### src/rtl/dsp_acc_pkg.sv
package dsp_acc_pkg;
  parameter int unsigned ACC_W_DEF = 40;
  parameter int unsigned LOW_W_DEF = 32;
  parameter int unsigned NUM_ACC   = 2;

  typedef struct packed {
    logic guard_ovf;
    logic sat_set;
    logic top_ovf;
  } acc_flags_t;
endpackage

### src/rtl/acc_addsub.sv
module acc_addsub #(
  parameter int unsigned W = 40
) (
  input  logic [W-1:0] src_i,
  input  logic [W-1:0] opnd_i,
  input  logic         sub_i,
  output logic [W-1:0] sum_o,
  output logic         top_ovf_o,
  output logic         neg_o
);
  logic [W:0] ext_a, ext_b, total;

  assign ext_a = {src_i[W-1], src_i};
  assign ext_b = sub_i ? ~{opnd_i[W-1], opnd_i} : {opnd_i[W-1], opnd_i};
  assign total = ext_a + ext_b + {{W{1'b0}}, sub_i};

  assign sum_o     = total[W-1:0];
  // carry into the top bit differs from the carry out of it
  assign top_ovf_o = total[W] ^ total[W-1];
  assign neg_o     = total[W];
endmodule

### src/rtl/acc_saturate.sv
module acc_saturate
  import dsp_acc_pkg::*;
#(
  parameter int unsigned W     = 40,
  parameter int unsigned LOW_W = 32
) (
  input  logic [W-1:0] sum_i,
  input  logic         top_ovf_i,
  input  logic         neg_i,
  input  logic         sat_en_i,
  input  logic         mode_wide_i,
  output logic [W-1:0] res_o,
  output acc_flags_t   flags_o
);
  localparam int unsigned GW = W - LOW_W + 1;
  localparam logic [W-1:0] MAX_WIDE = {1'b0, {(W-1){1'b1}}};
  localparam logic [W-1:0] MIN_WIDE = {1'b1, {(W-1){1'b0}}};
  localparam logic [W-1:0] MAX_LOW  = {{GW{1'b0}}, {(LOW_W-1){1'b1}}};
  localparam logic [W-1:0] MIN_LOW  = {{GW{1'b1}}, {(LOW_W-1){1'b0}}};

  logic [GW-1:0] sum_top, res_top;
  logic          low_ovf;

  assign sum_top = sum_i[W-1:LOW_W-1];
  assign low_ovf = top_ovf_i | ~((&sum_top) | ~(|sum_top));
  assign res_top = res_o[W-1:LOW_W-1];

  always_comb begin
    res_o           = sum_i;
    flags_o.sat_set = top_ovf_i;
    if (sat_en_i && mode_wide_i) begin
      if (top_ovf_i) res_o = neg_i ? MIN_WIDE : MAX_WIDE;
    end else if (sat_en_i) begin
      flags_o.sat_set = low_ovf;
      if (low_ovf) res_o = neg_i ? MIN_LOW : MAX_LOW;
    end
    flags_o.guard_ovf = (sat_en_i && !mode_wide_i) ? 1'b0
                      : ~((&res_top) | ~(|res_top));
    flags_o.top_ovf   = top_ovf_i;
  end
endmodule

### src/rtl/acc_lane.sv
module acc_lane
  import dsp_acc_pkg::*;
#(
  parameter int unsigned W = 40
) (
  input  logic         clk_i,
  input  logic         rst_ni,
  input  logic         upd_i,
  input  logic         clr_i,
  input  logic [W-1:0] res_i,
  input  acc_flags_t   flags_i,
  output logic [W-1:0] acc_o,
  output logic         guard_o,
  output logic         sat_o
);
  logic [W-1:0] acc_q;
  logic         guard_q, sat_q;

  always_ff @(posedge clk_i or negedge rst_ni) begin
    if (!rst_ni) begin
      acc_q   <= '0;
      guard_q <= 1'b0;
      sat_q   <= 1'b0;
    end else begin
      if (upd_i) begin
        acc_q   <= res_i;
        guard_q <= flags_i.guard_ovf;
      end
      sat_q <= (sat_q & ~clr_i) | (upd_i & flags_i.sat_set);
    end
  end

  assign acc_o   = acc_q;
  assign guard_o = guard_q;
  assign sat_o   = sat_q;

  a_r8_sat_sticky: assert property (@(posedge clk_i) disable iff (!rst_ni)
    (sat_q && !clr_i) |=> sat_q);

  a_r11_hold_idle: assert property (@(posedge clk_i) disable iff (!rst_ni)
    !upd_i |=> ($stable(acc_q) && $stable(guard_q)));
endmodule

### src/rtl/dsp_sat_accum.sv
module dsp_sat_accum
  import dsp_acc_pkg::*;
#(
  parameter int unsigned ACC_W = ACC_W_DEF,
  parameter int unsigned LOW_W = LOW_W_DEF
) (
  input  logic             clk_i,
  input  logic             rst_ni,
  input  logic             op_valid_i,
  input  logic             op_sub_i,
  input  logic             op_zero_i,
  input  logic             op_dst_i,
  input  logic [ACC_W-1:0] operand_i,
  input  logic             sat_en_a_i,
  input  logic             sat_en_b_i,
  input  logic             sat_mode40_i,
  input  logic             ovf_trap_en_i,
  input  logic             cat_trap_en_i,
  input  logic             clr_sat_i,
  output logic [ACC_W-1:0] acc_a_o,
  output logic [ACC_W-1:0] acc_b_o,
  output logic             oa_o,
  output logic             ob_o,
  output logic             sa_o,
  output logic             sb_o,
  output logic             oab_o,
  output logic             sab_o,
  output logic             trap_o
);
  logic [ACC_W-1:0]   acc_q [NUM_ACC];
  logic [NUM_ACC-1:0] guard_q, sat_q, sat_en;
  logic [ACC_W-1:0]   src, sum, res;
  logic               top_ovf, neg, cat_q;
  acc_flags_t         flags;

  assign sat_en = {sat_en_b_i, sat_en_a_i};
  assign src    = op_zero_i ? '0 : acc_q[op_dst_i];

  acc_addsub #(.W(ACC_W)) u_addsub (
    .src_i(src), .opnd_i(operand_i), .sub_i(op_sub_i),
    .sum_o(sum), .top_ovf_o(top_ovf), .neg_o(neg)
  );

  acc_saturate #(.W(ACC_W), .LOW_W(LOW_W)) u_sat (
    .sum_i(sum), .top_ovf_i(top_ovf), .neg_i(neg),
    .sat_en_i(sat_en[op_dst_i]), .mode_wide_i(sat_mode40_i),
    .res_o(res), .flags_o(flags)
  );

  for (genvar g = 0; g < NUM_ACC; g++) begin : g_lane
    acc_lane #(.W(ACC_W)) u_lane (
      .clk_i(clk_i), .rst_ni(rst_ni),
      .upd_i(op_valid_i && (int'(op_dst_i) == g)),
      .clr_i(clr_sat_i), .res_i(res), .flags_i(flags),
      .acc_o(acc_q[g]), .guard_o(guard_q[g]), .sat_o(sat_q[g])
    );
  end

  always_ff @(posedge clk_i or negedge rst_ni) begin
    if (!rst_ni)         cat_q <= 1'b0;
    else if (op_valid_i) cat_q <= flags.top_ovf & cat_trap_en_i;
  end

  assign acc_a_o = acc_q[0];
  assign acc_b_o = acc_q[1];
  assign oa_o    = guard_q[0];
  assign ob_o    = guard_q[1];
  assign sa_o    = sat_q[0];
  assign sb_o    = sat_q[1];
  assign oab_o   = |guard_q;
  assign sab_o   = |sat_q;
  assign trap_o  = (ovf_trap_en_i & (|guard_q)) | cat_q;

  a_r6_narrow_range: assert property (@(posedge clk_i) disable iff (!rst_ni)
    (op_valid_i && !op_dst_i && sat_en_a_i && !sat_mode40_i) |=>
      (((&acc_a_o[ACC_W-1:LOW_W-1]) || !(|acc_a_o[ACC_W-1:LOW_W-1])) && !oa_o));

  a_r3_zero_source: assert property (@(posedge clk_i) disable iff (!rst_ni)
    (op_valid_i && op_zero_i && !op_sub_i && op_dst_i && !sat_en_b_i) |=>
      (acc_b_o == $past(operand_i)));

  a_r10_trap_cause: assert property (@(posedge clk_i) disable iff (!rst_ni)
    (trap_o && !ovf_trap_en_i) |-> $past(cat_trap_en_i || !op_valid_i));
endmodule

### config.mk
export PLATFORM = sky130hd
export DESIGN_NAME = dsp_sat_accum
export DESIGN_NICKNAME = d
export VERILOG_FILES = /design/src/rtl/dsp_acc_pkg.sv /design/src/rtl/acc_addsub.sv /design/src/rtl/acc_saturate.sv /design/src/rtl/acc_lane.sv /design/src/rtl/dsp_sat_accum.sv
export SDC_FILE = /design/constraint.sdc
export NUM_CORES = 1
export LEC_CHECK = 0
export ABC_AREA = 0
export BUFFER_PORTS_ARGS = -buffer_cell sky130_fd_sc_hd__buf_2
export CORE_UTILIZATION = 55
export CTS_BUF_LIST = sky130_fd_sc_hd__clkbuf_4 sky130_fd_sc_hd__clkbuf_8 sky130_fd_sc_hd__clkbuf_16
export DETAILED_ROUTE_END_ITERATION = 10
export GPL_TIMING_DRIVEN = 1
export HOLD_SLACK_MARGIN = 0.06
export PLACE_DENSITY_LB_ADDON = 0.08
export SLEW_MARGIN = 40
export SYNTH_ARGS = -nofsm -noshare
export SYNTH_HDL_FRONTEND = slang
export SYNTH_SLANG_ARGS = --single-unit
### constraint.sdc
create_clock -name clk_i -period 10.9 [get_ports clk_i]
set_clock_uncertainty 0.05 [all_clocks]
set_input_delay 3.27 -clock clk_i [delete_from_list [all_inputs] [get_ports clk_i]]
set_output_delay 3.27 -clock clk_i [all_outputs]
set_load 0.02 [all_outputs]
After elaboration in Yosys (flattened, before gate mapping)
Index checks and enable logic that the tools add are counted.
W data, S select, Z words.
Word-level totals
  input port bits: 52
  latch bits: 0
  bits in writable memories: 0
  memories: 0
  flip-flop bits (word level): 85
  memory bits (read-only): 0
  output and inout bits: 87
  word-level logic and storage cells: 59
Cells by class
  order comparisons: 2
  shift operators: 0
  $mul: 0
  reductions and logical operators: 11
  multiplexer cells: 16
  add/subtract/negate cells: 2
  divide/modulo/power cells: 0
  equality and inequality tests: 0
  bitwise logic cells: 21
Operators with widths (number)
  $mux W40: 10
  $add A41 B1 Y41: 1
  $add A41 B41 Y41: 1
  $mux W41: 1
  $not A41 Y41: 1
  $reduce_and A9 Y1: 2
  $reduce_or A9 Y1: 2
  $and A1 B1 Y1: 6
  $not A1 Y1: 6
  $or A1 B1 Y1: 6
  $mux W1: 5
  $logic_and A1 B1 Y1: 4
  $reduce_or A2 Y1: 2
  $ge A2 B2 Y1 const B: 1
  $lt A1 B2 Y1 const B: 1
  $not A1 Y2: 1
  $logic_not A1 Y1: 1
  $xor A1 B1 Y1: 1

Depth between registers and ports, before layout
Gate-level depths: netlist of run 1.
  depth in word-level cells: 20
  gate-level depth with buffers: 20
  gate-level depth less buffers: 14

Modules after synthesis
From an unflattened synthesis of run 1, not the netlist that was laid out.
Unflattened totals
  cell total of the unflattened synthesis: 768
  area total of the unflattened synthesis: 7651.1 µm²
Modules (own cells, without submodules)
  acc_lane: times used 2, seq. area each 1051.0 µm², cells each 91, area each 1762.9 µm²
  acc_addsub: times used 1, seq. area each 0.0 µm², cells each 381, area each 2678.8 µm²
  dsp_sat_accum: times used 1, seq. area each 25.0 µm², cells each 99, area each 739.5 µm²
  acc_saturate: times used 1, seq. area each 0.0 µm², cells each 106, area each 706.9 µm²

Worst setup path before layout of run 1
No wires, ideal clock.
  kind: input-to-reg
  start: input port op_dst_i
  end: register g_lane[0].u_lane.acc_q[3]
  stages: 18
  buffers on the path: 5
  data required time: 10720 ps
  arrival time: 7328 ps
  setup slack: 3392 ps
  setup time: 130 ps
  cell sequence: buf_4 buf_1 buf_1 mux2i_1 nor2_1 ha_1 clkbuf_1 nand4_1 nor3_1 a221oi_2 o31ai_4 nor2_2 xnor2_2 a2111oi_2 nand3_2 clkbuf_1 a22oi_1 a21oi_1
Between the ends
  longest elaborated chain between the ends: 15
  elaborated cells on any way between the ends: 25
  those cells by class: 2 x add/sub; 12 x mux; 7 x bitwise; 4 x reduce/logical
Ends and longest elaborated chain
  start, declared: RTL line dsp_sat_accum.sv:12  | input logic op_dst_i,
  $not A1 Y2 (not written as such): RTL line dsp_sat_accum.sv:37  | assign src = op_zero_i ? '0 : acc_q[op_dst_i];
  $mux W40 (not written as such) (3 in series): RTL line dsp_sat_accum.sv:37
  $mux W40: RTL line dsp_sat_accum.sv:37
  $add A41 B41 Y41: RTL line acc_addsub.sv:15  | assign total = ext_a + ext_b + {{W{1'b0}}, sub_i};
  $add A41 B1 Y41: RTL line acc_addsub.sv:15
  $reduce_or A9 Y1: RTL line acc_saturate.sv:25  | assign low_ovf = top_ovf_i | ~((&sum_top) | ~(|sum_top));
  $not A1 Y1: RTL line acc_saturate.sv:25
  $or A1 B1 Y1: RTL line acc_saturate.sv:25
  $not A1 Y1: RTL line acc_saturate.sv:25
  $or A1 B1 Y1: RTL line acc_saturate.sv:25
  $mux W40: RTL line acc_saturate.sv:35  | if (low_ovf) res_o = neg_i ? MIN_LOW : MAX_LOW;
  $mux W40: RTL line acc_saturate.sv:33  | end else if (sat_en_i) begin
  $mux W40: RTL line acc_saturate.sv:31  | if (sat_en_i && mode_wide_i) begin
  end signal, assigned: RTL line acc_lane.sv:26  | acc_q <= res_i;
  end, declared: RTL line acc_lane.sv:16  | logic [W-1:0] acc_q;
Several ways; a longest one is shown, not always the timed one. The select of a mux whose other input is x is not followed.
A chain may end at the register's enable or synchronous reset.

Worst setup path after layout of run 1
  start: input port op_dst_i
  end: register g_lane[0].u_lane.acc_q[38]
Same word-level chain as after synthesis.

==> flow_metrics.tcl, run 1 <==
set metrics [dict create \
    grt_setup_unrepaired "no" \
    cts_sinks 85 \
    drtIter0Drc 437 \
    setup-tns-final_ns 0 \
    hp-class "reg2reg" \
    end_kind "flop" \
    dpl_cell_area_mm2 0.008099 \
    yosys.cell_types.count 83 \
    reg2regPathDepth 14 \
    min_period_over_period_pct 77.22 \
    avgSynthCellArea_um2 8.083 \
    synth_edf_count 0 \
    arrival_ns 8.66 \
    final_area_mm2 0.008418 \
    layout_common_cells "buf_2 (136), nand2_1 (124), a21oi_1 (93)" \
    cts_buffers 9 \
    worst_pin_slew_ns 0.8016 \
    required_ns 11.14 \
    async_reset_ff_share_pct 100.0 \
    initial_core_util_pct 57.23 \
    ys.flop_type "dfrtp_1" \
    worstPathCellList "buf_2 > buf_4 > mux2i_1 > nor2_1 > ha_1 > nand4_1 > nor3_1 > o2111ai_1 > a31oi_1 > xnor2_1 > nor4_2 > nand3_2 > a21oi_2 > a221o_1" \
    slowest_stage "nand3_2" \
    p_leak_nw 3.959 \
    ys_top_cells_by_area "dfrtp_1 (29%), ha_1 (6.6%), a21oi_1 (6.4%)" \
    post-route-drc-count 0 \
    vias_per_cell 6.118 \
    synth_top_area_cell "dfrtp_1" \
    grt-ovfl-total 0 \
    setup_viol_count_final 0 \
    synth_area_mm2 0.007340 \
    grt_max_degree 86 \
    cp-start-kind "input port" \
    port_buffers 138 \
    cts_setup_buffers 0 \
    status "finished clean" \
    die_h_um 117.5 \
    min_from "g_lane[0].u_lane.acc_o[13]" \
    routabilityCongestion 0.9799 \
    dieArea_mm2 0.01381 \
    vias 7286 \
    cts_resized 0 \
    layout-drive-gt1-share_pct 19.04 \
    final_net_count 1106 \
    cts_tree "done" \
    worst_skew_pair.late_latency_ns 0.36 \
    grt_pass1_vias 6858 \
    path_class "in2reg" \
    core-area_mm2 0.01282 \
    first_pass_iters 6 \
    antenna_found_initial 0 \
    routed_wl_um 21740 \
    yosysSeqAreaShare_pct 28.98 \
    cts_htree_levels 3 \
    postCtsHoldBufs 0 \
    dp_hpwl_um 16230 \
    syn_to_final_growth_pct 14.69 \
    min_path_cells 2 \
    timing.hold.ws_ns 0.4569 \
    max-cap-violations 0 \
    track_usage_pct 31.94 \
    holdPathEnd "g_lane[0].u_lane.acc_o[13]" \
    min_period_ns 8.417 \
    hold_viol 0 \
    powerDensity_mw_per_mm2 279.8 \
    grt_pass1_wl_um 35380 \
    synth_seq_cells 85 \
    ant_nets 0 \
    n_antenna_cell 0 \
    die_width_um 117.5 \
    cts_root_buf "clkbuf_16" \
    wl_per_cell_um 18.26 \
    io_pins 139 \
    yosys_warnings 0 \
    final_common_cell "buf_2" \
    peakVddDrop_uv 141.5 \
    fmax_mhz 118.8 \
    setup_ws_ns 2.483 \
    maxSlewHeadroom_pct 45.99 \
    r2r_end "g_lane[0].u_lane.acc_o[38]" \
    synth_top_area_share_pct 28.98 \
    syn_nets 1000 \
    rows 41 \
    r2r_start "g_lane[1].u_lane.acc_o[0]" \
    slew_violations 0 \
    cts.path.max_buffers 2 \
    path_clk_slew_ns 0.07 \
    dp_slack_ns 2.266 \
    syn_inst 908 \
    ff2ff_setup_slack_ns 5.83 \
    max_stage_delay_ns 0.70 \
    power_mw 2.355 \
    crit_path_max_fanout 33 \
]
-- cell usage after synthesis, drive strengths merged (3+ instances only) --
library cell and number:
a2111oi 5, a211o 3, a211oi 9, a21boi 3, a21o 7, a21oi 95, a221o 12, a221oi 6
a22oi 3, a31oi 7, a32o 3, and2 8, and3 4, and4 5, buf 19, clkbuf 32
dfrtp 85, ha 39, inv 12, mux2i 42, nand2 125, nand2b 6, nand3 11, nand4 16
nor2 91, nor2b 4, nor3 13, nor4 5, o2111ai 4, o211ai 4, o21a 5, o21ai 95
o21bai 7, o221ai 3, o22ai 3, o311ai 3, o31ai 7, or2 4, xnor2 19, xor2 53
-- area by class of cell --
class	instances	area, µm²
clock buffers	10	239.0
clock inverters	6	68.82
fillers	1167	4407
inverters	13	48.80
multi-input cells	759	4957
flip-flops and latches	85	2127
well taps	172	215.2
repair buffers	146	762.0
-- cells by family after synthesis --
| kind of cell | share of synthesized area, % |
|---|---|
| AO/OA/AOI/OAI | 27.38 |
| XOR/XNOR | 8.694 |
| adder cells (fa/ha/maj) | 6.921 |
| buffers and inverters | 3.648 |
| flip-flops | 28.98 |
| multiplexers | 6.035 |
| AND/OR/NAND/NOR | 18.34 |
-- flip-flops by register name, indices dropped and copies added, names as in the netlist --
name	cells
g_lane.u_lane.acc_o	80
g_lane.u_lane.guard_o	2
g_lane.u_lane.sat_o	2
cat_q	1
-- stage by stage --
step / std cells / utilization (%)
global route: 1191 / 65.64
CTS: 1191 / 65.55
finish: 1191 / 65.64
global placement: 1175 / 63.10
floorplan: 908 / -
detailed placement: 1175 / 63.15
-- power breakdown --
| part | switching (mW) | leakage (nW) | total [mW] | internal, mW |
|---|---|---|---|---|
| Sequential | 0.128 | 1.03 | 0.593 | 0.466 |
| Combinational | 0.936 | 2.78 | 1.44 | 0.504 |
| Clock | 0.137 | 0.149 | 0.322 | 0.185 |
-- how the worst max path moves through the flow --
stage | from | to | slack, ns | cells past startpoint
after global placement | op_dst_i | g_lane[0].u_lane.acc_o[35] | 2.45 | 14
after floorplan | op_dst_i | g_lane[0].u_lane.acc_o[3] | 3.39 | 18
final | op_dst_i | g_lane[0].u_lane.acc_o[38] | 2.48 | 14
after CTS | op_dst_i | g_lane[0].u_lane.acc_o[35] | 2.63 | 14
after detailed placement | op_dst_i | g_lane[0].u_lane.acc_o[35] | 2.27 | 14
after global routing | op_dst_i | g_lane[0].u_lane.acc_o[35] | 2.07 | 14
-- critical path: cells and delay by family --
kind	cells	cell delay, ns
adder cells (fa/ha/maj)	1	0.41
AND/OR/NAND/NOR	5	1.85
buffers and inverters	2	1.05
multiplexers	1	0.23
XOR/XNOR	1	0.26
AO/OA/AOI/OAI	4	1.56
-- metal layers --
| metal | track usage, % | wire [µm] | vias to the layer above |
|---|---|---|---|
| met5 | 0 | 0 | - |
| met4 | 9.375 | 237 | 0 |
| met3 | 6.444 | 1635 | 23 |
| met2 | 50.70 | 9989 | 279 |
| met1 | 43.98 | 9881 | 3463 |
| li1 | - | - | 3521 |
No activity file was read; power rests on OpenSTA's default activity.
==> inputs of run 2 (changes only) <==
CORE_UTILIZATION = 52   (was 55)
clock period = 7.7 ns   (was 10.9 ns; I/O delays follow)
==> run 2 against run 1 <==
Effect of this change:
- die area rose by 5.7%
- sequential power rose by 39%
- routed wire length decreased by 1.5%
- global-route usage decreased by 1.6 points
- flip-flop and latch count stayed put
- via count decreased by 0.12%
- hold slack got worse by 0.0056 ns
- first-iteration DRC count is 25% higher
- total power rose by 41%
- core utilization decreased by 4.2 points
- cell area is 0.88% higher
- critical path type unchanged
- critical endpoint is now g_lane[1].u_lane.acc_o[0]
==> flow_metrics.tcl, run 2 (synthesized netlist as in run 1, its figures left out) <==
set metrics [dict create \
    status "finished clean" \
    routed_wl_um 21430 \
    io_pins 139 \
    path_class "in2reg" \
    grt_pass1_wl_um 35020 \
    required_ns 7.92 \
    p_leak_nw 3.994 \
    core-area_mm2 0.01383 \
    first_pass_iters 6 \
    grt_max_degree 86 \
    antenna_found_initial 0 \
    wl_per_cell_um 17.79 \
    die_width_um 120.8 \
    min_period_ns 6.719 \
    track_usage_pct 30.35 \
    postCtsHoldBufs 0 \
    peakVddDrop_uv 202.9 \
    slew_violations 0 \
    path_clk_slew_ns 0.06 \
    end_kind "flop" \
    hold_viol 0 \
    multi_input_area_mm2 0.004967 \
    min_from "g_lane[0].u_lane.acc_o[29]" \
    cts_sinks 85 \
    cts_buffers 9 \
    final_net_count 1111 \
    dp_hpwl_um 16310 \
    r2r_start "g_lane[1].u_lane.acc_o[0]" \
    layout_common_cells "buf_2 (137), nand2_1 (124), a21oi_1 (93)" \
    ant_nets 0 \
    hp-class "reg2reg" \
    cts_tree "done" \
    rows 43 \
    max-cap-violations 0 \
    setup_viol_count_final 0 \
    largest_reg_flops 80 \
    worst_pin_slew_ns 0.8253 \
    n_antenna_cell 0 \
    grt_setup_unrepaired "no" \
    vias_per_cell 6.044 \
    cts_setup_buffers 0 \
    cts_root_buf "clkbuf_16" \
    grt_pass1_vias 6972 \
    maxSlewHeadroom_pct 43.40 \
    cts_resized 0 \
    arrival_ns 6.94 \
    fmax_mhz 148.8 \
    setup-tns-final_ns 0 \
    worst_skew_pair.late_latency_ns 0.35 \
    vias 7277 \
    final_common_cell "buf_2" \
    grt-ovfl-total 0 \
    port_buffers 138 \
    die_h_um 120.8 \
    cp-start-kind "input port" \
    drtIter0Drc 547 \
    layout-drive-gt1-share_pct 19.53 \
    cts_htree_levels 3 \
    power_mw 3.309 \
    routabilityCongestion 0.9192 \
    powerDensity_mw_per_mm2 389.7 \
    seq_area_mm2 0.002127 \
    cts.path.max_buffers 2 \
    syn_to_final_growth_pct 15.70 \
    initial_core_util_pct 53.08 \
    min_period_over_period_pct 87.26 \
    crit_path_max_fanout 23 \
    nFillCells 1278 \
    post-route-drc-count 0 \
    dieArea_mm2 0.01459 \
    crit_path_start "op_sub_i" \
]
-- run 2: cell types whose count changed in the layout (fill, tap and decap cells not counted), moves of 2 or more --
cell	before	now
buf_12	0	2
buf_4	9	11
clkbuf_4	0	2
inv_6	2	0
-- run 2: area by class of cell --
cell class                 instances  area share (%)
multi-input combinational        759           58.49
clock buffer                      12           2.991
timing repair buffer             151           9.680
inverter                          13          0.5746
tap                              180           2.652
sequential                        85           25.05
clock inverter                     4          0.5599
-- run 2: worst max-delay path, stage by stage --
cell and delay, ns:
buf_2 0.56, buf_4 0.43, xor2_1 0.19, ha_1 0.34, a21oi_1 0.28, o21ai_1 0.18
a221oi_2 0.45, o31ai_4 0.15, a211oi_1 0.36, o21a_1 0.39, nand4_2 0.25, nor3_4 0.35
o21ai_2 0.28, buf_12 0.25, o21ai_1 0.15
-- run 2: where the power goes --
group / switching [mW] / leakage (nW) / internal [mW]
logic: 1.32 / 2.82 / 0.722
clock network: 0.181 / 0.149 / 0.266
registers: 0.163 / 1.03 / 0.660
-- run 2: per-stage QoR --
step	cells	utilization, %	area [µm²]	setup WS [ns]	hold slack [ns]
after floorplan	908	-	7340	1.152	0.4552
after global placement	1188	59.11	8173	0.7797	0.4353
after detailed placement	1188	59.17	8182	0.7142	0.4427
after CTS	1204	61.35	8483	1.069	0.4567
after global routing	1204	61.42	8492	0.6720	0.4767
final	1204	61.42	8492	0.9806	0.4514
-- run 2: worst paths after layout --
check	end	cells after the start	slack [ns]
hold reg to reg	g_lane[0].u_lane.acc_o[29]	2	0.45
max in group asynchronous	g_lane[1].u_lane.acc_o[33]	1	5.17
setup reg to reg	g_lane[1].u_lane.acc_o[0]	15	3.09
hold / removal	g_lane[0].u_lane.acc_o[29]	2	0.45
min in group asynchronous	g_lane[0].u_lane.acc_o[17]	1	1.96
setup / recovery	g_lane[1].u_lane.acc_o[0]	15	0.98
-- run 2: per-layer routing --
| layer | routed length [µm] | vias to the layer above | share of wire [%] | track usage, % |
|---|---|---|---|---|
| li1 | - | 3537 | - | - |
| met5 | 0 | - | 0 | 0 |
| met1 | 9856 | 3438 | 46 | 41.67 |
| met3 | 1229 | 33 | 5.7 | 4.340 |
| met2 | 9854 | 269 | 46 | 48.92 |
| met4 | 485 | 0 | 2.3 | 10.11 |
